File: config.mk
export PLATFORM = sky130hd
export DESIGN_NAME = udma_ctl_unit
export DESIGN_NICKNAME = d
export VERILOG_FILES = /design/src/rtl/udma_pkg.sv /design/src/rtl/udma_arm_fsm.sv /design/src/rtl/udma_word_buf.sv /design/src/rtl/udma_err_track.sv /design/src/rtl/udma_ctl_unit.sv
export SDC_FILE = /design/constraint.sdc
export NUM_CORES = 1
export LEC_CHECK = 0
export BUFFER_PORTS_ARGS = -buffer_cell sky130_fd_sc_hd__buf_2
export CORE_MARGIN = 2
export CORE_UTILIZATION = 55
export DETAILED_ROUTE_END_ITERATION = 10
export HOLD_SLACK_MARGIN = 0.05
export PLACE_DENSITY = 0.88
export SKIP_CTS_REPAIR_TIMING = 1
export SLEW_MARGIN = 5
export SYNTH_ARGS = -nofsm -noshare
export SYNTH_HDL_FRONTEND = slang
export SYNTH_SLANG_ARGS = --single-unit
File: constraint.sdc
create_clock -name clk -period 3.65 [get_ports clk]
set_input_delay 0.1825 -clock clk [delete_from_list [all_inputs] [get_ports clk]]
set_output_delay 0.1825 -clock clk [all_outputs]
set_load 0.02 [all_outputs]
File: src/rtl/udma_pkg.sv
package udma_pkg;

    typedef enum logic [1:0] {
        ST_IDLE    = 2'd0,
        ST_DIR_SET = 2'd1,
        ST_RD_SEEN = 2'd2,
        ST_BUSY    = 2'd3
    } arm_state_e;

    localparam int unsigned ADDR_W = 6;

    localparam logic [ADDR_W-1:0] OFF_OP   = 6'h0C;
    localparam logic [ADDR_W-1:0] OFF_DOUT = 6'h20;
    localparam logic [ADDR_W-1:0] OFF_DIN  = 6'h24;
    localparam logic [ADDR_W-1:0] OFF_STAT = 6'h28;

    localparam int unsigned OP_EN_BIT  = 0;
    localparam int unsigned OP_DIR_BIT = 1;

    localparam int unsigned STAT_DREQ_BIT = 16;
    localparam int unsigned STAT_INT_BIT  = 17;
    localparam int unsigned STAT_BUSY_BIT = 18;
    localparam int unsigned STAT_NDO_BIT  = 24;
    localparam int unsigned STAT_NDI_BIT  = 25;
    localparam int unsigned STAT_N4X_BIT  = 26;

endpackage

File: src/rtl/udma_arm_fsm.sv
module udma_arm_fsm
    import udma_pkg::*;
(
    input  logic clk,
    input  logic rst_n,
    input  logic op_wr,
    input  logic op_rd,
    input  logic wr_en,
    input  logic wr_dir,
    output logic busy,
    output logic dir,
    output logic arm_go,
    output logic stop_go
);

    arm_state_e state_q, state_d;
    logic       dir_q;

    // state register
    always_ff @(posedge clk or negedge rst_n) begin
        if (!rst_n) begin
            state_q <= ST_IDLE;
            dir_q   <= 1'b0;
        end else begin
            state_q <= state_d;
            if (op_wr && !wr_en && state_q != ST_BUSY)
                dir_q <= wr_dir;
        end
    end

    // next-state logic
    always_comb begin
        state_d = state_q;
        unique case (state_q)
            ST_IDLE: begin
                if (op_wr && !wr_en)
                    state_d = ST_DIR_SET;
            end
            ST_DIR_SET: begin
                if (op_wr && !wr_en)
                    state_d = ST_DIR_SET;
                else if (op_rd)
                    state_d = ST_RD_SEEN;
            end
            ST_RD_SEEN: begin
                if (op_wr && !wr_en)
                    state_d = ST_DIR_SET;
                else if (op_wr && wr_en && wr_dir == dir_q)
                    state_d = ST_BUSY;
            end
            ST_BUSY: begin
                if (op_wr && !wr_en)
                    state_d = ST_IDLE;
            end
        endcase
    end

    // outputs
    always_comb begin
        busy    = (state_q == ST_BUSY);
        dir     = dir_q;
        arm_go  = (state_q == ST_RD_SEEN) && op_wr && wr_en && (wr_dir == dir_q);
        stop_go = (state_q == ST_BUSY) && op_wr && !wr_en;
    end

    // busy is only ever entered from RD_SEEN
    p_arm_path_r2: assert property (@(posedge clk) disable iff (!rst_n)
        (state_q == ST_BUSY && $past(state_q) != ST_BUSY) |-> $past(state_q) == ST_RD_SEEN);

    // enable write in DIR_SET does not advance
    p_no_skip_r3: assert property (@(posedge clk) disable iff (!rst_n)
        (state_q == ST_DIR_SET && op_wr && wr_en) |=> state_q == ST_DIR_SET);

    // enable-clear write while busy returns to idle
    p_stop_idle_r5: assert property (@(posedge clk) disable iff (!rst_n)
        (state_q == ST_BUSY && op_wr && !wr_en) |=> state_q == ST_IDLE);

endmodule

File: src/rtl/udma_word_buf.sv
module udma_word_buf #(
    parameter int unsigned WIDTH = 32,
    parameter int unsigned DEPTH = 2
) (
    input  logic             clk,
    input  logic             rst_n,
    input  logic             flush,
    input  logic             push,
    input  logic [WIDTH-1:0] push_data,
    input  logic             pop,
    output logic [WIDTH-1:0] head,
    output logic             full,
    output logic             empty
);

    localparam int unsigned PTR_W  = (DEPTH > 1) ? $clog2(DEPTH) : 1;
    localparam int unsigned FILL_W = $clog2(DEPTH + 1);
    localparam logic [PTR_W-1:0]  LAST_PTR  = PTR_W'(DEPTH - 1);
    localparam logic [FILL_W-1:0] FILL_FULL = FILL_W'(DEPTH);

    logic [WIDTH-1:0]  mem_q [DEPTH];
    logic [PTR_W-1:0]  wr_ptr_q, rd_ptr_q;
    logic [FILL_W-1:0] fill_q;
    logic              do_push, do_pop;

    assign full    = (fill_q == FILL_FULL);
    assign empty   = (fill_q == '0);
    assign do_push = push && !full;
    assign do_pop  = pop && !empty;
    assign head    = mem_q[rd_ptr_q];

    always_ff @(posedge clk or negedge rst_n) begin
        if (!rst_n) begin
            wr_ptr_q <= '0;
            rd_ptr_q <= '0;
            fill_q   <= '0;
        end else if (flush) begin
            wr_ptr_q <= '0;
            rd_ptr_q <= '0;
            fill_q   <= '0;
        end else begin
            if (do_push)
                wr_ptr_q <= (wr_ptr_q == LAST_PTR) ? '0 : wr_ptr_q + 1'b1;
            if (do_pop)
                rd_ptr_q <= (rd_ptr_q == LAST_PTR) ? '0 : rd_ptr_q + 1'b1;
            if (do_push && !do_pop)
                fill_q <= fill_q + 1'b1;
            else if (do_pop && !do_push)
                fill_q <= fill_q - 1'b1;
        end
    end

    for (genvar g = 0; g < DEPTH; g++) begin : g_slot
        always_ff @(posedge clk or negedge rst_n) begin
            if (!rst_n)
                mem_q[g] <= '0;
            else if (do_push && !flush && wr_ptr_q == PTR_W'(g))
                mem_q[g] <= push_data;
        end
    end

    // the buffer never holds more than DEPTH words
    p_no_overflow_r6: assert property (@(posedge clk) disable iff (!rst_n)
        fill_q <= FILL_FULL);

    // a push into a full buffer without a pop leaves the fill unchanged
    p_full_hold_r7: assert property (@(posedge clk) disable iff (!rst_n)
        (full && push && !pop && !flush) |=> full);

endmodule

File: src/rtl/udma_err_track.sv
module udma_err_track #(
    parameter int unsigned CNT_W = 14
) (
    input  logic clk,
    input  logic rst_n,
    input  logic clear,
    input  logic word_tick,
    input  logic stop_go,
    input  logic dir,
    output logic ndo,
    output logic ndi,
    output logic n4x,
    output logic err_int
);

    localparam logic [CNT_W-1:0] CNT_MAX = '1;

    logic [CNT_W-1:0] cnt_q;
    logic             ndo_q, ndi_q, n4x_q;

    always_ff @(posedge clk or negedge rst_n) begin
        if (!rst_n) begin
            cnt_q <= '0;
            ndo_q <= 1'b0;
            ndi_q <= 1'b0;
            n4x_q <= 1'b0;
        end else if (clear) begin
            cnt_q <= '0;
            ndo_q <= 1'b0;
            ndi_q <= 1'b0;
            n4x_q <= 1'b0;
        end else begin
            if (word_tick && cnt_q != CNT_MAX)
                cnt_q <= cnt_q + 1'b1;
            if (stop_go) begin
                if (cnt_q != '0) begin
                    if (dir) ndo_q <= 1'b1;
                    else     ndi_q <= 1'b1;
                end
                if (cnt_q[1:0] != 2'b00)
                    n4x_q <= 1'b1;
            end
        end
    end

    assign ndo     = ndo_q;
    assign ndi     = ndi_q;
    assign n4x     = n4x_q;
    assign err_int = ndo_q | ndi_q | n4x_q;

    // completing an arming sequence clears every flag
    p_flags_clear_r10: assert property (@(posedge clk) disable iff (!rst_n)
        clear |=> !(ndo || ndi || n4x));

    // flags only change on a stop or a clear
    p_flags_hold_r9: assert property (@(posedge clk) disable iff (!rst_n)
        (!clear && !stop_go) |=> $stable({ndo_q, ndi_q, n4x_q}));

endmodule

File: src/rtl/udma_ctl_unit.sv
module udma_ctl_unit
    import udma_pkg::*;
#(
    parameter int unsigned DATA_W    = 32,
    parameter int unsigned BUF_DEPTH = 2,
    parameter int unsigned MAX_BYTES = 65536
) (
    input  logic                 clk,
    input  logic                 rst_n,
    input  logic                 reg_wr,
    input  logic                 reg_rd,
    input  logic [ADDR_W-1:0]    reg_addr,
    input  logic [DATA_W-1:0]    reg_wdata,
    output logic [DATA_W-1:0]    reg_rdata,
    output logic                 dma_req,
    input  logic                 ata_strobe,
    input  logic [DATA_W-1:0]    ata_din,
    output logic [DATA_W-1:0]    ata_dout,
    output logic                 ata_word_ok
);

    localparam int unsigned WORD_BYTES = DATA_W / 8;
    localparam int unsigned CNT_W      = $clog2(MAX_BYTES / WORD_BYTES);

    logic op_wr, op_rd, dout_wr, din_rd;
    logic busy, dir, arm_go, stop_go;
    logic buf_full, buf_empty, buf_push, buf_pop, buf_flush;
    logic [DATA_W-1:0] buf_head, buf_wdata;
    logic word_tick;
    logic ndo, ndi, n4x, err_int;

    assign op_wr   = reg_wr && reg_addr == OFF_OP;
    assign op_rd   = reg_rd && reg_addr == OFF_OP;
    assign dout_wr = reg_wr && reg_addr == OFF_DOUT && busy && dir;
    assign din_rd  = reg_rd && reg_addr == OFF_DIN && busy && !dir;

    udma_arm_fsm u_fsm (
        .clk     (clk),
        .rst_n   (rst_n),
        .op_wr   (op_wr),
        .op_rd   (op_rd),
        .wr_en   (reg_wdata[OP_EN_BIT]),
        .wr_dir  (reg_wdata[OP_DIR_BIT]),
        .busy    (busy),
        .dir     (dir),
        .arm_go  (arm_go),
        .stop_go (stop_go)
    );

    assign ata_word_ok = busy && (dir ? !buf_empty : !buf_full);
    assign word_tick   = ata_strobe && ata_word_ok;
    assign buf_push    = dir ? dout_wr : word_tick;
    assign buf_pop     = dir ? word_tick : din_rd;
    assign buf_wdata   = dir ? reg_wdata : ata_din;
    assign buf_flush   = arm_go || stop_go;

    udma_word_buf #(
        .WIDTH (DATA_W),
        .DEPTH (BUF_DEPTH)
    ) u_buf (
        .clk       (clk),
        .rst_n     (rst_n),
        .flush     (buf_flush),
        .push      (buf_push),
        .push_data (buf_wdata),
        .pop       (buf_pop),
        .head      (buf_head),
        .full      (buf_full),
        .empty     (buf_empty)
    );

    udma_err_track #(
        .CNT_W (CNT_W)
    ) u_err (
        .clk       (clk),
        .rst_n     (rst_n),
        .clear     (arm_go),
        .word_tick (word_tick),
        .stop_go   (stop_go),
        .dir       (dir),
        .ndo       (ndo),
        .ndi       (ndi),
        .n4x       (n4x),
        .err_int   (err_int)
    );

    assign dma_req  = busy && (dir ? !buf_full : !buf_empty);
    assign ata_dout = buf_head;

    always_comb begin
        reg_rdata = '0;
        unique case (reg_addr)
            OFF_OP: begin
                reg_rdata[OP_EN_BIT]  = busy;
                reg_rdata[OP_DIR_BIT] = dir;
            end
            OFF_STAT: begin
                reg_rdata[STAT_DREQ_BIT] = dma_req;
                reg_rdata[STAT_INT_BIT]  = err_int;
                reg_rdata[STAT_BUSY_BIT] = busy;
                reg_rdata[STAT_NDO_BIT]  = ndo;
                reg_rdata[STAT_NDI_BIT]  = ndi;
                reg_rdata[STAT_N4X_BIT]  = n4x;
            end
            OFF_DIN: reg_rdata = dir ? '0 : buf_head;
            default: reg_rdata = '0;
        endcase
    end

    // no DMA request while the engine is not running
    p_dreq_busy_r6: assert property (@(posedge clk) disable iff (!rst_n)
        dma_req |-> busy);

    // after a stop the request is withdrawn
    p_stop_dreq_r5: assert property (@(posedge clk) disable iff (!rst_n)
        stop_go |=> !dma_req);

    // the engine is busy one cycle after an arming write
    p_arm_busy_r2: assert property (@(posedge clk) disable iff (!rst_n)
        arm_go |=> busy);

endmodule

# Word-level counts from Yosys, hierarchy flattened
# Cells that the tools add are included.
# op_classes
n_addsub	5
magnitude_cmp	1
eq_ne	16
muxes	44
bitwise	4
reduce_logical	52
# op_table
op	n
2-to-1 mux 32 bit	5
2-to-1 mux 14 bit	3
logical AND 1 bit	28
2-to-1 mux 1 bit	21
equality test 6 bit, second input constant	3
2-to-1 mux 2 bit	9
nonzero test 2 bit	8
adder 14 x 1 -> 14 bit, second input constant	1
inequality test 14 bit, second input constant	1
nonzero test 14 bit	1
one-hot mux 3 bit (2 select lines)	2
2-to-1 mux 5 bit	2
one-hot mux 2 bit (4 select lines)	1
zero test 1 bit	7
equality test 2 bit, second input constant	3
equality test 6 x 4 -> 1 bit, second input constant	1
AND reduction 3 bit	2
zero test 2 bit	2
inequality test 2 x 1 -> 1 bit, second input constant	2
inequality test 2 bit, second input constant	2
one-hot mux 2 bit (2 select lines)	1
AND reduction 4 bit	1
inequality test 3 x 1 -> 1 bit, second input constant	1
inequality test 3 x 2 -> 1 bit, second input constant	1
other kinds (12)	14
# word_totals
reg_bits	88
input_bits	75
output_inout_bits	66
word_cells	133

# Logic depth before layout (Yosys ltp)
# Gate-level depths: netlist (run 1).
# depth
depth_word	12
ltp_mapped	7
depth_no_buf	7

# By module
# Synthesis (run 1) repeated with hierarchy kept, for this count alone.
# unflattened
hier_cells	404
hier_area_um2	5042.3
# modules_own_cells
mod	instances	cells_each	area_each_um2	seq_area_each_um2
udma_word_buf	1	195	3090.5	1701.6
udma_err_track	1	97	959.7	425.4
udma_ctl_unit	1	94	797.0	0.0
udma_arm_fsm	1	18	195.2	75.1

# Least setup slack after synthesis (run 1)
# No wires, ideal clock.
# synth_timing
path_kind	flip-flop to flip-flop
start	register u_fsm.dir_q (netlist: u_fsm.dir)
end	register u_buf.mem_q[32] (netlist name)
setup_time_ns	0.128
arrival_time_ns	1.736
t_required_ns	3.522
path_slack_ns	1.787
stages_incl_launch_ff	5
path_buffers	2
synth_period_minus_slack_ns	1.863
path_cell_list	dfrtp_1 > clkbuf_1 > clkbuf_1 > mux2_2 > mux2_1
# synth_between
elab_chain_len	7
elab_cells_between_ends	13
cone_classes	eq/ne (1); mux (3); reduce/logical (9)
# synth_rtl
item	line	rtl
start: declaration	udma_arm_fsm.sv:17	logic dir_q;
start signal: assignment	udma_arm_fsm.sv:27	dir_q <= wr_dir;
2-to-1 mux 1 bit	udma_ctl_unit.sv:50	assign ata_word_ok = busy && (dir ? !buf_empty : !buf_full);
logical AND 1 bit	udma_ctl_unit.sv:50	
logical AND 1 bit	udma_ctl_unit.sv:51	assign word_tick = ata_strobe && ata_word_ok;
2-to-1 mux 1 bit	udma_ctl_unit.sv:52	assign buf_push = dir ? dout_wr : word_tick;
logical AND 1 bit	udma_word_buf.sv:28	assign do_push = push && !full;
logical AND 1 bit (2 in a row)	udma_word_buf.sv:57	else if (do_push && !flush && wr_ptr_q == PTR_W'(g))
end signal: indexed assignment	udma_word_buf.sv:58	mem_q[g] <= push_data;
end: declaration	udma_word_buf.sv:21	logic [WIDTH-1:0] mem_q [DEPTH];
# Several ways; a longest one is shown, not always the timed one.
# A chain may end at the register's enable or synchronous reset.

# Worst setup path in the final report (run 1)
# layout_timing
start	register u_fsm.dir_q (netlist: u_fsm.dir)
end	register u_buf.mem_q[9] (netlist name)
# The elaborated chain is that of the path after synthesis.

==> results of run 1 <==
==> worst min path at each step <==
stage                     slack [ps]         endpoint  cells after the start          from
after floorplan                 -110  u_buf.fill_q[0]                      0         rst_n
after global placement           290  u_buf.mem_q[60]                      1         rst_n
after detailed placement         320  u_buf.mem_q[60]                      1         rst_n
after CTS                        -90  u_buf.mem_q[60]                      1         rst_n
after global routing             120        u_fsm.dir                      2  reg_wdata[1]
final                            110        u_fsm.dir                      2  reg_wdata[1]
==> synthesized netlist by cell type, types with 5 or more instances <==
cell type	n
clkbuf_1	13
a32o_1	6
mux2_1	5
inv_1	6
buf_12	6
nand2_1	9
mux2_4	60
nor2_1	27
mux2_2	64
dfrtp_1	88
and3_1	30
xnor2_1	11
nor3_1	12
a21oi_1	8
==> per-layer routing <==
metal	wire, um	share of wire, %	vias up	global-route usage [%]
li1	-	-	1762	-
met1	5220	42	1910	31.8
met2	6240	50	136	42.7
met3	609	4.9	31	3.80
met4	370	3.0	0	11.4
met5	0	0	-	0
==> critical path, stage by stage, from the launching register on <==
cell and delay (ps):
dfrtp_2 790, and4b_1 310, a22oi_2 80, a211oi_4 370, nand3_4 610, mux2_1 540
==> where the power goes <==
group	internal (mW)	switching, mW	leakage [nW]
clock network	0.304	0.355	0.102
registers	0.998	0.0323	1.21
logic	0.133	0.136	2.05
==> flip-flops by register name, indices dropped and copies added (netlist names) <==
name,count
u_buf.wr_ptr_q,1
u_buf.fill_q,2
u_buf.rd_ptr_q,1
u_buf.mem_q,64
u_fsm.state_q,2
u_err.ndo,1
u_err.cnt_q,14
u_err.n4x,1
u_fsm.dir,1
u_err.ndi,1
==> cell type report <==
| cell class | count | area (um2) |
|---|---|---|
| fill | 680 | 3090 |
| multi-input combinational | 290 | 2820 |
| sequential | 88 | 2200 |
| timing repair buffer | 146 | 751 |
| clock buffer | 12 | 165 |
| tap | 129 | 161 |
| clock inverter | 4 | 27.5 |
| inverter | 6 | 22.5 |
==> stage by stage <==
stage / setup slack, ps / util, % / hold WS [ps] / area, um2
after floorplan: 1790 / - / -113 / 5220
after global routing: 692 / 66.6 / 118 / 6150
final: 803 / 66.6 / 107 / 6150
after global placement: 916 / 64.4 / 290 / 5950
after CTS: 815 / 66.5 / -85.4 / 6140
after detailed placement: 819 / 64.4 / 317 / 5950
==> cell families after synthesis <==
logic type | share of synthesized area [%]
flip-flops | 42.2
multiplexers | 32.4
adder cells (fa/ha/maj) | 0.480
XOR/XNOR | 2.61
AND/OR/NAND/NOR | 14.2
AO/OA/AOI/OAI | 4.15
buffers and inverters | 3.93
==> qor.yml, run 1 <==
outcome: "complete, no violations"
synth_area_leaders: "dfrtp_1, mux2_4, mux2_2"
power_density_nw_per_um2: 318
cts_tree: "built"
ant_nets: 0
tightest_slew_ps: 1190
grt_overflow: 0
area_growth_syn_to_layout_pct: 18.0
placed_cells: 658
maxSlewViolCount: 0
rows: 35
syn_inst: 406
place_hpwl_mm: 9.00
ys_types: 49
cts.sinks: 88
cp-endpoint: "u_buf.mem_q[9]"
ir_drop_v: 0.000176
avgSynthCellArea_um2: 12.8
crit_type: "flop to flop"
finalSetupViolCount: 0
clock_path_buffers: 2
core_area_um2: 9240
finalCritPeriodShare_pct: 78.0
critical_path_arrival_ps: 3090
boundaryPins: 141
drt_first_pass_iters: 4
finalNetCount: 618
maxSlewHeadroom_pct: 20.9
grt_pass1_wl_mm: 20.1
synth_warnings: 0
grt_use_total_pct: 25.1
fmaxAchievable_ghz: 0.351
required_ps: 3900
setup-tns-final_ps: 0
timing.rr.start: "u_fsm.dir"
chipWidth_um: 101
ys_async_sr_fraction_pct: 100
synth_seq_cells: 88
drc_errors: 0
rsz0062_at_grt: "no"
crit_path_end_kind: "flop"
reg2regPathDepth: 5
wl_per_cell_um: 18.4
drive_gt1_share_pct: 54.6
antenna_found_initial: 0
place_congestion: 0.862
r2r_slack_ps: 800
wirelength_mm: 12.4
root_buffer: "clkbuf_8"
numCtsBuffers: 9
fin_skew_ps: 11.9
fin_crit_ps: 2850
hold_path_class: "primary input to flop"
cts_max_level: 3
finalPower_mw: 1.96
hold_viol_final: 0
die_h_um: 101
drt-initial-drc-count: 194
synth-seq-area-share_pct: 42.2
grt_pass1_vias: 4106
p_leak_nw: 3.36
critPathLaunch: "u_fsm.dir"
viasPerCell: 5.69
final_common_cell: "buf_2"
cp-start-kind: "flop"
r2r_end: "u_buf.mem_q[9]"
ys.flop_type: "dfrtp_1"
layout_common_cells: "buf_2, dfrtp_1, mux2_2"
grt_max_degree: 64
clk_pin_slew_ps: 80
start_util_pct: 56.5
yosysTopAreaCell: "dfrtp_1"
drv_cap: 0
die-area_um2: 10300
vias: 3839
instances_no_fill: 675
synth_top_cell_area_share_pct: 42.2
synth_area_um2: 5220
antenna_cells: 0
clock_latency_ps: 370
syn_nets: 483
synth-edff-count: 0
critPathMaxFanout: 32
port_buffers: 140
No activity file was read; power rests on OpenSTA's default activity.
==> inputs of run 2 (changes only) <==
--- a/config.mk
+++ b/config.mk
@@ -5,12 +5,13 @@
 export SDC_FILE = /design/constraint.sdc
 export NUM_CORES = 1
 export LEC_CHECK = 0
+export ABC_AREA = 1
 export BUFFER_PORTS_ARGS = -buffer_cell sky130_fd_sc_hd__buf_2
 export CORE_MARGIN = 2
-export CORE_UTILIZATION = 55
+export CORE_UTILIZATION = 53
 export DETAILED_ROUTE_END_ITERATION = 10
 export HOLD_SLACK_MARGIN = 0.05
-export PLACE_DENSITY = 0.88
+export PLACE_DENSITY = 0.86
 export SKIP_CTS_REPAIR_TIMING = 1
 export SLEW_MARGIN = 5
 export SYNTH_ARGS = -nofsm -noshare
==> constraint.sdc (replaced) <==
create_clock -name clk -period 2.9 [get_ports clk]
set_input_delay 0.145 -clock clk [delete_from_list [all_inputs] [get_ports clk]]
set_output_delay 0.145 -clock clk [all_outputs]
set_load 0.02 [all_outputs]
==> qor.yml, run 2 <==
outcome: "complete, no violations"
cp-start-kind: "flop"
synth-seq-area-share_pct: 42.4
syn_inst: 759
top_register: "u_buf.mem_q"
hold_path_depth: 5
clock_path_buffers: 2
avgSynthCellArea_um2: 6.85
reg2regPathDepth: 11
whs_ps: 94.4
p_leak_nw: 3.52
maxSlewViolCount: 0
place_hpwl_mm: 9.69
fin_area_um2: 6210
drt_first_pass_iters: 5
yosysTopAreaCell: "dfrtp_1"
grt_max_degree: 56
finalNetCount: 964
viasPerCell: 5.09
port_buffers: 140
wirelength_mm: 13.2
crit_type: "flop to flop"
die-area_um2: 10600
antenna_cells: 0
area_growth_syn_to_layout_pct: 19.5
largest_reg_flops: 64
final_common_cell: "nand2_1"
chipWidth_um: 103
root_buffer: "clkbuf_8"
ant_nets: 0
ys_types: 32
fmaxAchievable_ghz: 0.417
cp_cell_sequence: "inv_2 > nor2_2 > nor2_1 > nand3_2 > nand2_2 > inv_4 > nand2_4 > nor2_4 > buf_4 > nand2_1 > nand2_1"
hold_path_class: "primary input to flop"
layout_common_cells: "nand2_1, buf_2, o21ai_0"
power_density_nw_per_um2: 878
setup-tns-final_ps: 0
tightest_slew_ps: 557
cp_slowest_cell: "dfrtp_1"
synth_area_leaders: "dfrtp_1, nand2_1, o21ai_0"
instances_no_fill: 1025
hold_viol_final: 0
critPathMaxFanout: 27
synth_warnings: 0
grt_use_total_pct: 25.5
crit_path_end_kind: "flop"
grt_pass1_vias: 4679
ir_drop_v: 0.000378
boundaryPins: 141
utilization_pct: 64.4
clk_pin_slew_ps: 100
ys.flop_type: "dfrtp_1"
cts.sinks: 88
wl_per_cell_um: 12.9
synth_common_cells: "nand2_1, o21ai_0, inv_1, dfrtp_1, nor2_1"
path_depth: 11
nFillCells: 888
maxSlewHeadroom_pct: 62.9
required_ps: 3210
timing.critical_path.buf_inv: 3
place_congestion: 0.903
drc_errors: 0
crit_top_cell: "nand2_1"
drv_cap: 0
ys_async_sr_fraction_pct: 100
critical_path_arrival_ps: 2700
cts_max_level: 3
finalCritPeriodShare_pct: 82.6
max_stage_delay_ps: 620
fin_skew_ps: 17.7
top_regs: "u_buf.mem_q: 64 flops, u_err.cnt_q: 14 flops"
rsz0062_at_grt: "no"
placed_cells: 1008
synth_seq_cells: 88
grt_pass1_wl_mm: 21.2
yosysMostFrequentCell: "nand2_1"
start_util_pct: 53.9
synth_top_cell_area_share_pct: 42.4
numCtsBuffers: 9
finalSetupViolCount: 0
drive_gt1_share_pct: 22.8
drt-initial-drc-count: 340
grt_overflow: 0
fin_crit_ps: 2400
vias: 5217
core_area_um2: 9640
placed_cell_area_um2: 5990
die_h_um: 103
synth-edff-count: 0
cts_tree: "built"
rows: 36
clock_latency_ps: 380
antenna_found_initial: 0
synth_area_um2: 5200
syn_nets: 836
crit_family: "simple AND/OR/NAND/NOR gates"
==> run 2: logic make-up (layout without fill, tap and decap cells) <==
kind of cell	after synthesis	count (layout)	share of synthesized area, %
flip-flops	88	88	42.4
AO/OA/AOI/OAI	130	130	13.7
XOR/XNOR	2	2	0.337
adder cells (fa/ha/maj)	2	2	0.482
AND/OR/NAND/NOR	398	398	32.0
buffers and inverters	139	272	11.1
==> run 2: worst min-delay path: stages <==
cell	delay, ps
buf_2	80
nand2_1	40
nand2_1	80
nand2_1	50
nand2_1	50
==> run 2: report_power, final <==
group          switching [mW]  leakage [nW]  internal (mW)
registers               0.330          1.03           1.72
clock network           0.468         0.104          0.432
logic                    1.69          2.39          0.811
total                    2.49          3.52           2.96
==> run 2: layer usage <==
layer / vias to the layer above / track usage [%] / routed length (um)
li1: 2621 / - / -
met1: 2394 / 33.6 / 5600
met2: 182 / 43.2 / 6580
met3: 20 / 5.15 / 803
met4: 0 / 6.68 / 255
met5: - / 0 / 0
==> run 2: through the flow <==
step                total power, mW  worst slack (ps)
CTS                            5.47               514
floorplan                      3.77              1110
finish                         5.45               504
detailed placement             4.56               552
global placement               4.48               623
global route                   5.93               286
==> run 2: area by class of cell <==
| class | instances | area, um2 | area share (%) |
|---|---|---|---|
| clock inverter | 6 | 72.6 | 1.17 |
| multi-input combinational | 532 | 2420 | 39.0 |
| timing repair buffer | 151 | 813 | 13.1 |
| clock buffer | 10 | 138 | 2.22 |
| sequential | 88 | 2200 | 35.5 |
| tap | 133 | 166 | 2.68 |
| inverter | 105 | 397 | 6.39 |
==> run 2: final timing paths <==
path                           startpoint  slack (ps)              end
setup / recovery                u_fsm.dir         500  u_buf.mem_q[61]
hold / removal                ata_din[14]          90  u_buf.mem_q[46]
setup reg to reg                u_fsm.dir         500  u_buf.mem_q[61]
hold reg to reg            u_buf.mem_q[1]         500   u_buf.mem_q[1]
max in group asynchronous           rst_n        2000  u_buf.mem_q[28]
min in group asynchronous           rst_n         260   u_err.cnt_q[0]
